**config.mk**
```make
export PLATFORM = sky130hd
export DESIGN_NAME = cmyk_converter
export DESIGN_NICKNAME = d
export VERILOG_FILES = /design/src/rtl/cmyk_pkg.sv /design/src/rtl/cmyk_invert.sv /design/src/rtl/cmyk_min3.sv /design/src/rtl/cmyk_strip.sv /design/src/rtl/cmyk_converter.sv
export SDC_FILE = /design/constraint.sdc
export NUM_CORES = 1
export LEC_CHECK = 0
export ABC_AREA = 1
export BUFFER_PORTS_ARGS = -buffer_cell sky130_fd_sc_hd__buf_4
export CAP_MARGIN = 40
export CORE_ASPECT_RATIO = 1.5
export CORE_MARGIN = 1
export CORE_UTILIZATION = 61
export CTS_CLUSTER_SIZE = 40
export DETAILED_ROUTE_END_ITERATION = 10
export PLACE_DENSITY = 0.94
export RECOVER_POWER = 50
export SYNTH_ARGS = -nofsm -noshare
export SYNTH_HDL_FRONTEND = slang
export SYNTH_HIERARCHICAL = 1
export SYNTH_SLANG_ARGS = --single-unit
```
**constraint.sdc**
```tcl
create_clock -name clk -period 10 [get_ports clk]
set_input_delay 1.5 -clock clk [delete_from_list [all_inputs] [get_ports clk]]
set_output_delay 1.5 -clock clk [all_outputs]
set_load 0.1 [all_outputs]
```
**src/rtl/cmyk_pkg.sv**
```systemverilog
package cmyk_pkg;
    localparam int unsigned DEF_CH_W  = 8;
    localparam int unsigned NUM_INK   = 3;
    localparam int unsigned NUM_OUT   = NUM_INK + 1;
endpackage

```
**src/rtl/cmyk_invert.sv**
```systemverilog
module cmyk_invert #(
    parameter int unsigned W = 8,
    parameter int unsigned N = 3
) (
    input  logic [N-1:0][W-1:0] chan_in,
    output logic [N-1:0][W-1:0] chan_out
);
    localparam logic [W-1:0] FULL = {W{1'b1}};

    for (genvar i = 0; i < N; i++) begin : g_ch
        assign chan_out[i] = FULL - chan_in[i];
    end
endmodule

```
**src/rtl/cmyk_min3.sv**
```systemverilog
module cmyk_min3 #(
    parameter int unsigned W = 8
) (
    input  logic [W-1:0] a,
    input  logic [W-1:0] b,
    input  logic [W-1:0] c,
    output logic [W-1:0] least
);
    logic          a_le_b;
    logic [W-1:0]  ab_min;
    logic          ab_le_c;

    always_comb begin
        a_le_b  = (a <= b);
        ab_min  = a_le_b ? a : b;
        ab_le_c = (ab_min <= c);
        least   = ab_le_c ? ab_min : c;
    end
endmodule

```
**src/rtl/cmyk_strip.sv**
```systemverilog
module cmyk_strip #(
    parameter int unsigned W = 8,
    parameter int unsigned N = 3
) (
    input  logic [N-1:0][W-1:0] chan_in,
    input  logic [W-1:0]        grey,
    output logic [N-1:0][W-1:0] chan_out
);
    for (genvar i = 0; i < N; i++) begin : g_ch
        assign chan_out[i] = chan_in[i] - grey;
    end
endmodule

```
**src/rtl/cmyk_converter.sv**
```systemverilog
module cmyk_converter #(
    parameter int unsigned CH_W       = cmyk_pkg::DEF_CH_W,
    parameter bit          REGISTERED = 1'b1
) (
    input  logic                clk,
    input  logic                rst_n,
    input  logic                rgb_valid,
    input  logic [3*CH_W-1:0]   pix_rgb,
    output logic                cmyk_valid,
    output logic [4*CH_W-1:0]   pix_cmyk
);
    localparam int unsigned N_INK = cmyk_pkg::NUM_INK;
    localparam int unsigned OUT_W = cmyk_pkg::NUM_OUT * CH_W;

    typedef struct packed {
        logic             vld;
        logic [OUT_W-1:0] px;
    } stage_t;

    // index 2 = red/cyan, 1 = green/magenta, 0 = blue/yellow
    logic [N_INK-1:0][CH_W-1:0] rgb_ch;
    logic [N_INK-1:0][CH_W-1:0] cmy_ch;
    logic [N_INK-1:0][CH_W-1:0] ink_ch;
    logic [CH_W-1:0]            blk_k;
    logic [OUT_W-1:0]           comb_px;

    assign rgb_ch = pix_rgb;

    cmyk_invert #(.W(CH_W), .N(N_INK)) u_inv (
        .chan_in  (rgb_ch),
        .chan_out (cmy_ch)
    );

    cmyk_min3 #(.W(CH_W)) u_min (
        .a     (cmy_ch[2]),
        .b     (cmy_ch[1]),
        .c     (cmy_ch[0]),
        .least (blk_k)
    );

    cmyk_strip #(.W(CH_W), .N(N_INK)) u_strip (
        .chan_in  (cmy_ch),
        .grey     (blk_k),
        .chan_out (ink_ch)
    );

    assign comb_px = {ink_ch, blk_k};

    stage_t st_d, st_q;

    always_comb begin
        st_d     = st_q;
        st_d.vld = rgb_valid;
        if (rgb_valid) begin
            st_d.px = comb_px;
        end
    end

    always_ff @(posedge clk) begin
        if (!rst_n) begin
            st_q <= '0;
        end else begin
            st_q <= st_d;
        end
    end

    if (REGISTERED) begin : g_reg
        assign cmyk_valid = st_q.vld;
        assign pix_cmyk   = st_q.px;


        valid_follow_chk: assert property (@(posedge clk) disable iff (!rst_n)
            rgb_valid |=> cmyk_valid);

        valid_idle_chk: assert property (@(posedge clk) disable iff (!rst_n)
            !rgb_valid |=> !cmyk_valid);

        hold_out_chk: assert property (@(posedge clk) disable iff (!rst_n)
            !rgb_valid |=> $stable(pix_cmyk));

        white_zero_chk: assert property (@(posedge clk) disable iff (!rst_n)
            (rgb_valid && pix_rgb == '1) |=> (pix_cmyk == '0));
    end else begin : g_comb
        assign cmyk_valid = rgb_valid;
        assign pix_cmyk   = comb_px;
    end


    k_not_above_chk: assert property (@(posedge clk) disable iff (!rst_n)
        rgb_valid |-> (blk_k <= cmy_ch[0] && blk_k <= cmy_ch[1] && blk_k <= cmy_ch[2]));

    one_ink_zero_chk: assert property (@(posedge clk) disable iff (!rst_n)
        cmyk_valid |-> (pix_cmyk[4*CH_W-1:3*CH_W] == '0 ||
                        pix_cmyk[3*CH_W-1:2*CH_W] == '0 ||
                        pix_cmyk[2*CH_W-1:CH_W]   == '0));

    no_wrap_chk: assert property (@(posedge clk) disable iff (!rst_n)
        rgb_valid |-> (ink_ch[0] <= cmy_ch[0] && ink_ch[1] <= cmy_ch[1] && ink_ch[2] <= cmy_ch[2]));
endmodule

```
==> Word-level counts from Yosys, hierarchy flattened <==
Index checks and enable logic that the tools add are counted.
{ "word_totals": {"inputBits": 27, "output_inout_bits": 33, "reg_bits": 33, "word_cells": 12} }
{ "classes": {"mux": 2, "n_lt_le_gt_ge": 2, "n_addsub": 6} }
{ "ops": {"columns": ["operator", "count"], "rows": [
  ["$sub 8x8->8", 3],
  ["$sub 8x8->8 const A", 3],
  ["$le 8x8->1", 2],
  ["$mux 8", 2]
]} }

==> Logic depth before layout (Yosys ltp) <==
Gate-level depths: netlist (run 1).
{ "logic_depth": {"ltp_word": 6, "mapped_depth": 37, "depth_no_buf": 37} }

==> Modules after synthesis <==
The synthesis (run 1) kept the hierarchy.
{ "by_module_without_submodules": {"columns": ["module", "cells_each", "area_per_inst_um2", "n_inst"], "rows": [
  ["cmyk_converter", 206, 1361.3, 1],
  ["cmyk_strip", 174, 1008.5, 1],
  ["cmyk_min3", 125, 706.9, 1],
  ["cmyk_invert", 24, 90.1, 1]
]} }

==> Worst setup path before layout (run 1) <==
No wires, ideal clock.
{ "synth_path": {"kind": "input port to flip-flop", "startpoint": "in pix_rgb[9]", "endpoint": "reg st_q, in the netlist pix_cmyk[30]", "setup_slack_ns": 5.176, "stages": 36, "path_buffers": 0, "setup_ns": 0.118, "t_arrival_ns": 4.706, "cell_sequence": "inv_1 > inv_1 > ha_1 > nand2_1 > nand2_1 > nand2_1 > nand2_1 > nand2_1 > nand2_4 > nand2_4 > nand2_1 > and2_1 > ha_1 > inv_1 > o21bai_1 > nand2_1 > nand2_1 > nand2_1 > nand2_1 > nand2_2 > inv_2 > nand2_1 > nand2_1 > ha_1 > inv_1 > fa_1 > nand2_1 > nand2_1 > nand3b_1 > nand2_1 > nand2_1 > nand2_1 > inv_1 > nand2_1 > nand2_1 > nor2_1"} }
{ "synth_rtl": {"columns": ["item", "line_no", "rtl"], "rows": [
  ["start: declaration", "cmyk_converter.sv:8", "input logic [3*CH_W-1:0] pix_rgb,"],
  ["end signal: assignment", "cmyk_converter.sv:63", "st_q <= st_d;"],
  ["end: declaration", "cmyk_converter.sv:49", "stage_t st_d, st_q;"]
]} }

==> results, run 1 <==
- Counting the fill cells in the layout gives 470.
- The most numerous cell on the critical path is nand2_1.
- The net switching fraction of the power is 55.0%.
- The worst-case IR drop observed on VDD is 0.0815 mV.
- For this run the aggregate overflow at the end of global routing stands at 0.
- The mapped cell area is 3170 sq um.
- Hold timing on the final database bottoms out at a slack of 0.470 ns.
- After layout, the design draws a total of 0.000737 W.
- The fraction of the yosys area taken by sequential cells is 20.9%.
- The number of DRC violations after detailed routing is 0.
- Dividing the detail-routed wire length by the instance count gives 11.6 um.
- The required time of the worst setup path is 10.17 ns.
- The routed wire length is 7530 um.
- The share of the clock period used by the worst path after layout is 52.1%.
- During placement, the flow inserted port buffers numbering 59.
- The number of nets handed over by synthesis was 596.
- The final antenna diode count is 0.
- The largest net degree at the start of global routing is 66.
- The total of flip-flops plus latches after synthesis is 33.
- In this run the worst hold path is classified as reg -> reg.
- The number of pins exceeding their max-slew limit in the final report came to 66.
- The final reports fail on capacitance limit, slew limit.
- The switching power is 0.000405 W.
- Setup repair after global routing left no endpoint under its margin.
- The first-pass GRT wire length is 12600 um.
- In this run the static leakage power is 2.22 nW.
- The buffer levels on the longest clock path is 2.
- In this run the standard cell core region covers 4930 sq um.
- The capturing element type of the critical path is a flop.
- The number of clock buffers added by TritonCTS is 5.
- In this run, post-CTS repair resized a total of 0 instances.
- For this run, the number of Yosys warnings is 6.
- The critical path class is in -> reg.
- The average size of a mapped cell is 5.99 sq um.
- The combinational share of power is 65.0%.
- The via count of the first global-routing pass was 2945.
- The internal portion of the total power is 0.000332 W.
- Per report_power, the clock group accounts for 13.1% of the total.
- The count of antenna-violating nets left after detailed routing is 0.
- The later pin in the worst-skew pair is clocked with a latency of 0.28 ns.
- The tree built by TritonCTS fans out to 33 sinks.
- The accumulated negative setup slack is 0 ns.
- After layout, the minimum clock period comes to 5.21 ns.
- Across the run, the number of max-cap violations was 1.
- Across every metal layer, demand over resource in global routing totals 29.6%.
- After detailed routing, the number of vias per cell comes to 4.83.
- The x dimension of the die is 60.8 um.
- The largest driver fanout on the critical path is 9.
- The post-layout instance area is 3560 sq um.
- The number of top-level design ports is 60.
- The length of the first detailed-routing pass in iterations is 5.
- The largest stage delay on the critical path is 0.40 ns.
- The run finished, with violations left.
- The floorplan step defined a die boundary enclosing 5490 sq um.
- The total number of vias is 3145.
- The cell area reported after detailed placement is 3600 sq um.
- The effective utilization at floorplan is 64.3%.
- In this run the tightest slew margin relative to its limit is -66.7%.
- The area growth from synthesis to layout is 12.4%.
- The number of hold buffers added after CTS is 0.
- Data arrives at the worst endpoint at 5.39 ns.
- The cell with the biggest individual delay on the critical path is fa_1.
- The clock transition at the register clock pins on the worst setup and hold paths after CTS is 0.06 ns.
- Setup violations remaining at the end of the flow were counted as 0.
- The number of distinct library cells after synthesis is 25.
- The category of the worst setup path launch point is an input port.
- The power per cell area is 207 nW/um^2.
- The detailed router finished its first iteration with 180 violations.
- The number of failing hold endpoints at the final stage is 0.
- TritonCTS built the clock tree.
- The share of cells above drive strength 1 is 7.01%.
- The post-layout net count is 651.
- Synthesis produced 529 cells.
- For the pin with the worst max-slew slack, the measured transition is 2.50 ns.
- The HPWL after detailed placement is 5990 um.
- The maximum clock frequency is 192 MHz.
- The global placer's final weighted congestion is 0.946.
- The sequential share of power is 21.9%.
- Between clock sinks in the finished design, the worst skew comes to 0 ns.
- The total number of H-tree levels is 2.
- After floorplanning, the core was divided into 31 placement rows.
- Clock tree synthesis selected as its root buffer the cell clkbuf_8.
- The number of buffers inserted by post-CTS setup repair is 0.
- The number of antenna violations at the first check in global routing is 0.
- The die extent in y is 90.2 um.
## final cells by class
type | instances | area, sq um | share of cell area [%]
Sequential cell | 33 | 661 | 18.6
Clock inverter | 2 | 10.0 | 0.281
Inverter | 121 | 454 | 12.8
Multi-Input combinational cell | 364 | 1960 | 55.1
Timing Repair Buffer | 59 | 319 | 8.97
Clock buffer | 6 | 72.6 | 2.04
Tap cell | 66 | 82.6 | 2.32
## power groups by stage
| stage | sequential [W] | combinational (W) | clock (W) |
|---|---|---|---|
| final | 0.000161 | 0.000479 | 0.0000966 |
| after global routing | 0.000164 | 0.000534 | 0.000103 |
| after CTS | 0.000162 | 0.000493 | 0.0000968 |
| after detailed placement | 0.000164 | 0.000488 | 0 |
| after global placement | 0.000163 | 0.000477 | 0 |
| after floorplan | 0.000305 | 0.000253 | 0 |
## path summary, 6_finish.rpt
check | startpoint | cells after the start | end | slack, ns
max | pix_rgb[9] | 37 | pix_cmyk[30] | 4.79
min | pix_cmyk[26] | 2 | pix_cmyk[26] | 0.47
max reg2reg | pix_cmyk[6] | 2 | pix_cmyk[6] | 9.31
min reg2reg | pix_cmyk[26] | 2 | pix_cmyk[26] | 0.47
## layout by cell type (no fill, tap or decap)
cell	netlist	routed
nand2_4	2	2
dfxtp_1	33	33
clkinv_2	0	2
nor2_1	75	75
nand3b_1	7	7
xnor2_1	5	5
and2_1	7	7
nand2_2	2	2
nand4_4	1	1
xor2_1	7	7
nand3_1	26	26
nand4_1	1	1
ha_1	37	37
o21bai_1	1	1
clkbuf_8	0	5
or2_4	1	1
fa_1	3	3
nor2_2	1	1
nand2_1	170	170
clkbuf_1	0	34
inv_1	120	120
buf_4	0	26
o21a_1	1	1
a21o_1	1	1
a21oi_1	12	12
inv_2	1	1
or2_1	4	4
## cell usage after synthesis
| cell | n | area, sq um |
|---|---|---|
| a21o_1 | 1 | 7.51 |
| a21oi_1 | 12 | 60.1 |
| and2_1 | 7 | 43.8 |
| buf_2 | 5 | 25.0 |
| buf_6 | 6 | 67.6 |
| dfxtp_1 | 33 | 661 |
| fa_1 | 3 | 60.1 |
| ha_1 | 37 | 463 |
| inv_1 | 120 | 450 |
| inv_2 | 1 | 3.75 |
| nand2_1 | 170 | 638 |
| nand2_2 | 2 | 12.5 |
| nand2_4 | 2 | 22.5 |
| nand3_1 | 26 | 130 |
| nand3b_1 | 7 | 52.6 |
| nand4_1 | 1 | 6.26 |
| nand4_4 | 1 | 21.3 |
| nor2_1 | 75 | 282 |
| nor2_2 | 1 | 6.26 |
| o21a_1 | 1 | 7.51 |
| o21bai_1 | 1 | 7.51 |
| or2_1 | 4 | 25.0 |
| or2_4 | 1 | 8.76 |
| xnor2_1 | 5 | 43.8 |
| xor2_1 | 7 | 61.3 |
## cell families after synthesis
| group | after synthesis | synth area share [%] |
|---|---|---|
| AND/OR/NAND/NOR | 297 | 39.4 |
| XOR/XNOR | 12 | 3.32 |
| adder cells (fa/ha/maj) | 40 | 16.5 |
| AO/OA/AOI/OAI | 15 | 2.61 |
| flip-flops | 33 | 20.9 |
| buffers and inverters | 132 | 17.3 |
## per-stage QoR
step,cells,setup slack (ns),utilization [%]
detailed placement,643,4.56,73.1
finish,651,4.79,72.2
CTS,651,4.85,74.8
global route,651,4.27,72.2
floorplan,529,5.18,-
global placement,643,4.73,73.1
## layer usage
metal | track usage (%) | wire length [um] | vias up
met5 | 0 | 0 | -
met4 | 12.1 | 254 | 0
met3 | 2.73 | 259 | 24
met2 | 53.1 | 3810 | 87
met1 | 33.9 | 3200 | 1370
li1 | - | - | 1664
## worst max-delay path: cells and delay by family
family / cells / cell delay [ns]
AOI/OAI and AO/OA: 1 / 0.12
adders and majority gates: 4 / 1.22
buffers and inverters: 7 / 0.61
and+or+nand+nor: 25 / 1.94
## flip-flops by register name, indices dropped and copies added, names as in the netlist
signal,flops
pix_cmyk,32
cmyk_valid,1
Power figures use the tool's default switching activity.
==> inputs of run 2 (changes only) <==
--- a/config.mk
+++ b/config.mk
@@ -10,10 +10,10 @@
 export CAP_MARGIN = 40
 export CORE_ASPECT_RATIO = 1.5
 export CORE_MARGIN = 1
-export CORE_UTILIZATION = 61
+export CORE_UTILIZATION = 51
 export CTS_CLUSTER_SIZE = 40
 export DETAILED_ROUTE_END_ITERATION = 10
-export PLACE_DENSITY = 0.94
+export PLACE_DENSITY = 0.84
 export RECOVER_POWER = 50
 export SYNTH_ARGS = -nofsm -noshare
 export SYNTH_HDL_FRONTEND = slang
==> constraint.sdc (replaced) <==
create_clock -name clk -period 4.19 [get_ports clk]
set_input_delay 0.6285 -clock clk [delete_from_list [all_inputs] [get_ports clk]]
set_output_delay 0.6285 -clock clk [all_outputs]
set_load 0.1 [all_outputs]
==> results, run 2 (same netlist as run 1, synthesis figures left out) <==
- The time the worst path needs with I/O delays and setup is 4.21 ns.
- The worst setup path is launched from an input port.
- The switching power is 0.00110 W.
- The final reports fail on setup timing.
- The clock tree from TritonCTS is yes.
- The flip-flop count of the largest register, all copies and words added is 32.
- The number of top-level design ports is 60.
- The number of antenna violations at the first check in global routing was 0.
- The leakage power total is 2.58 nW.
- The maximum clock frequency is 238 MHz.
- The clock network is responsible for 10.7% of the overall power.
- The run finished, with violations left.
- The total CTS buffers is 5.
- The combinational share of power is 71.2%.
- Of the total power, the share spent switching nets is 52.0%.
- Hold timing on the final database bottoms out at a slack of 0.469 ns.
- The worst path arrival time is 4.39 ns.
- Input and output buffers added on the ports amount to 59.
- The final antenna diode count is 0.
- The post-layout instance area is 4530 sq um.
- For the pin with the worst max-slew slack, the measured transition is 1.18 ns.
- The H-tree generated during clock tree synthesis spans 2 levels.
- The share of cells above drive strength 1 is 28.3%.
- The post-detailed-route via-to-cell ratio is 4.86.
- Once the floorplan was initialized, standard cells occupied 53.6% of the core.
- Entering global routing, the biggest net connects 66 pins.
- The total number of vias is 3514.
- Across the whole layout, storage elements account for 661 sq um.
- The most frequent standard cell in the layout excluding fill and tap cells is nand2_1.
- For this run the aggregate overflow at the end of global routing stands at 0.
- On the critical path, the stage with the largest delay is an instance of ha_1.
- The largest delay contributor family on the critical path is simple AND/OR/NAND/NOR gates.
- After layout, the worst setup slack is -0.0201 ns.
- The count of antenna-violating nets left after detailed routing is 0.
- STA classifies the critical path endpoint as a flop.
- The sequential share of power is 18.1%.
- The total setup violations reported at the end of the flow is 1.
- Dividing the detail-routed wire length by the instance count gives 13.2 um.
- Wires add up to 9570 um.
- The DRC violation total after the first TritonRoute iteration is 278.
- In the layout the commonest cells are nand2_1, inv_1, buf_4.
- The floorplan has 34 rows.
- The die covers 6540 sq um.
- The critical path class is in -> reg.
- The area of the core is 5910 sq um.
- The max-slew headroom at the worst pin is 21.9%.
- The via count of the first global-routing pass was 3223.
- The number of pins exceeding their max-slew limit in the final report came to 0.
- The largest driver fanout on the critical path is 8.
- After filler insertion, the fill cell instance count of the layout stands at 453.
- On the final layout, the worst clock skew is 0 ns.
- The total routing usage reported by global routing is 25.3%.
- The power per cell area is 468 nW/um^2.
- The post-layout net count is 717.
- The cell area reported after detailed placement is 4060 sq um.
- The global placer's final weighted congestion is 0.936.
- The area of the multi-input gates is 2390 sq um.
- The insertion delay to the later sink of the worst-skew pair is 0.28 ns.
- The buffer levels on the longest clock path is 2.
- The peak supply drop is 0.236 mV.
- Summed over all nets, the half-perimeter wirelength after detailed placement is 6290 um.
- Together, buffers and inverters on the worst path number 7.
- CTS placed an instance of clkbuf_8 at the clock tree root.
- From left edge to right edge, the die measures 66.3 um.
- The final critical path takes up 100% of the cycle.
- For this design, the sink count on the clock tree is 33.
- The worst hold path belongs to the class reg -> reg.
- Measured along the y axis, the die boundary spans 98.5 um.
- From synthesis to final layout, the design area changed by 43.0%.
- The internal power contribution is 0.00102 W.
- Before antenna repair, the detailed router went through 4 iterations.
- The number of failing hold endpoints at the final stage is 0.
- Clock-pin slew was measured on the worst setup and hold paths at 0.07 ns.
- The largest stage delay on the critical path is 0.30 ns.
- The first-pass GRT wire length is 13100 um.
- The tool flagged a number of max-cap violations equal to 0.
- The number of hold buffers added after CTS is 0.
- The most numerous cell on the critical path is nand2_1.
- The required time of the worst setup path is 4.37 ns.
- For this run, design rule violations remaining after detail routing come to 0.
run 2: through the flow:
stage               setup TNS [ns]  util [%]  worst slack [ns]  instances  total power, W
floorplan                        0         -             0.238        529         0.00133
global placement            -0.518      68.6            -0.110        707         0.00167
detailed placement           -2.70      68.6            -0.255        707         0.00170
CTS                              0      70.0            0.0263        715         0.00194
global route                 -2.08      76.6            -0.325        723         0.00227
finish                     -0.0201      76.6           -0.0201        723         0.00212
run 2: routing by layer:
layer	part of all wire, %	routed length [um]	global-route usage, %	vias to the layer above
met2	52	4980	45.7	119
met1	38	3650	27.6	1559
met5	0	0	0	-
met4	6.1	586	15.2	0
met3	3.7	351	2.20	46
li1	-	-	-	1790
run 2: what timing repair did:
action                                  CTS  global route
setup buffers                             0             7
gates resized for setup                   0            91
endpoints found under the setup margin    0            18
run 2: final timing paths:
path         depth (start not counted)            to         start  slack, ns
min                                  2  pix_cmyk[18]  pix_cmyk[18]       0.47
max reg2reg                          2   pix_cmyk[5]   pix_cmyk[5]       3.60
min reg2reg                          2  pix_cmyk[18]  pix_cmyk[18]       0.47
max                                 33  pix_cmyk[23]   pix_rgb[10]      -0.02
run 2: layout make-up:
class / count / area share (%)
Multi-Input combinational cell: 365 / 52.9
Sequential cell: 33 / 14.6
Clock inverter: 2 / 0.221
Clock buffer: 6 / 1.60
Timing Repair Buffer: 124 / 18.4
Inverter: 121 / 10.3
Tap cell: 72 / 1.99
run 2: tightest hold or removal path: stages (launching register included):
cell and delay (ns):
dfxtp_1 0.31, nor2_1 0.08, nor2_1 0.05
run 2: power groups by stage:
stage	Clock, W	Sequential, W	Combinational (W)
5_1_grt	0.000243	0.000390	0.00164
6_report	0.000227	0.000384	0.00151
3_5_place_dp	0	0.000392	0.00131
3_3_place_gp	0	0.000391	0.00128
2_1_floorplan	0	0.000728	0.000604
4_1_cts	0.000230	0.000385	0.00132
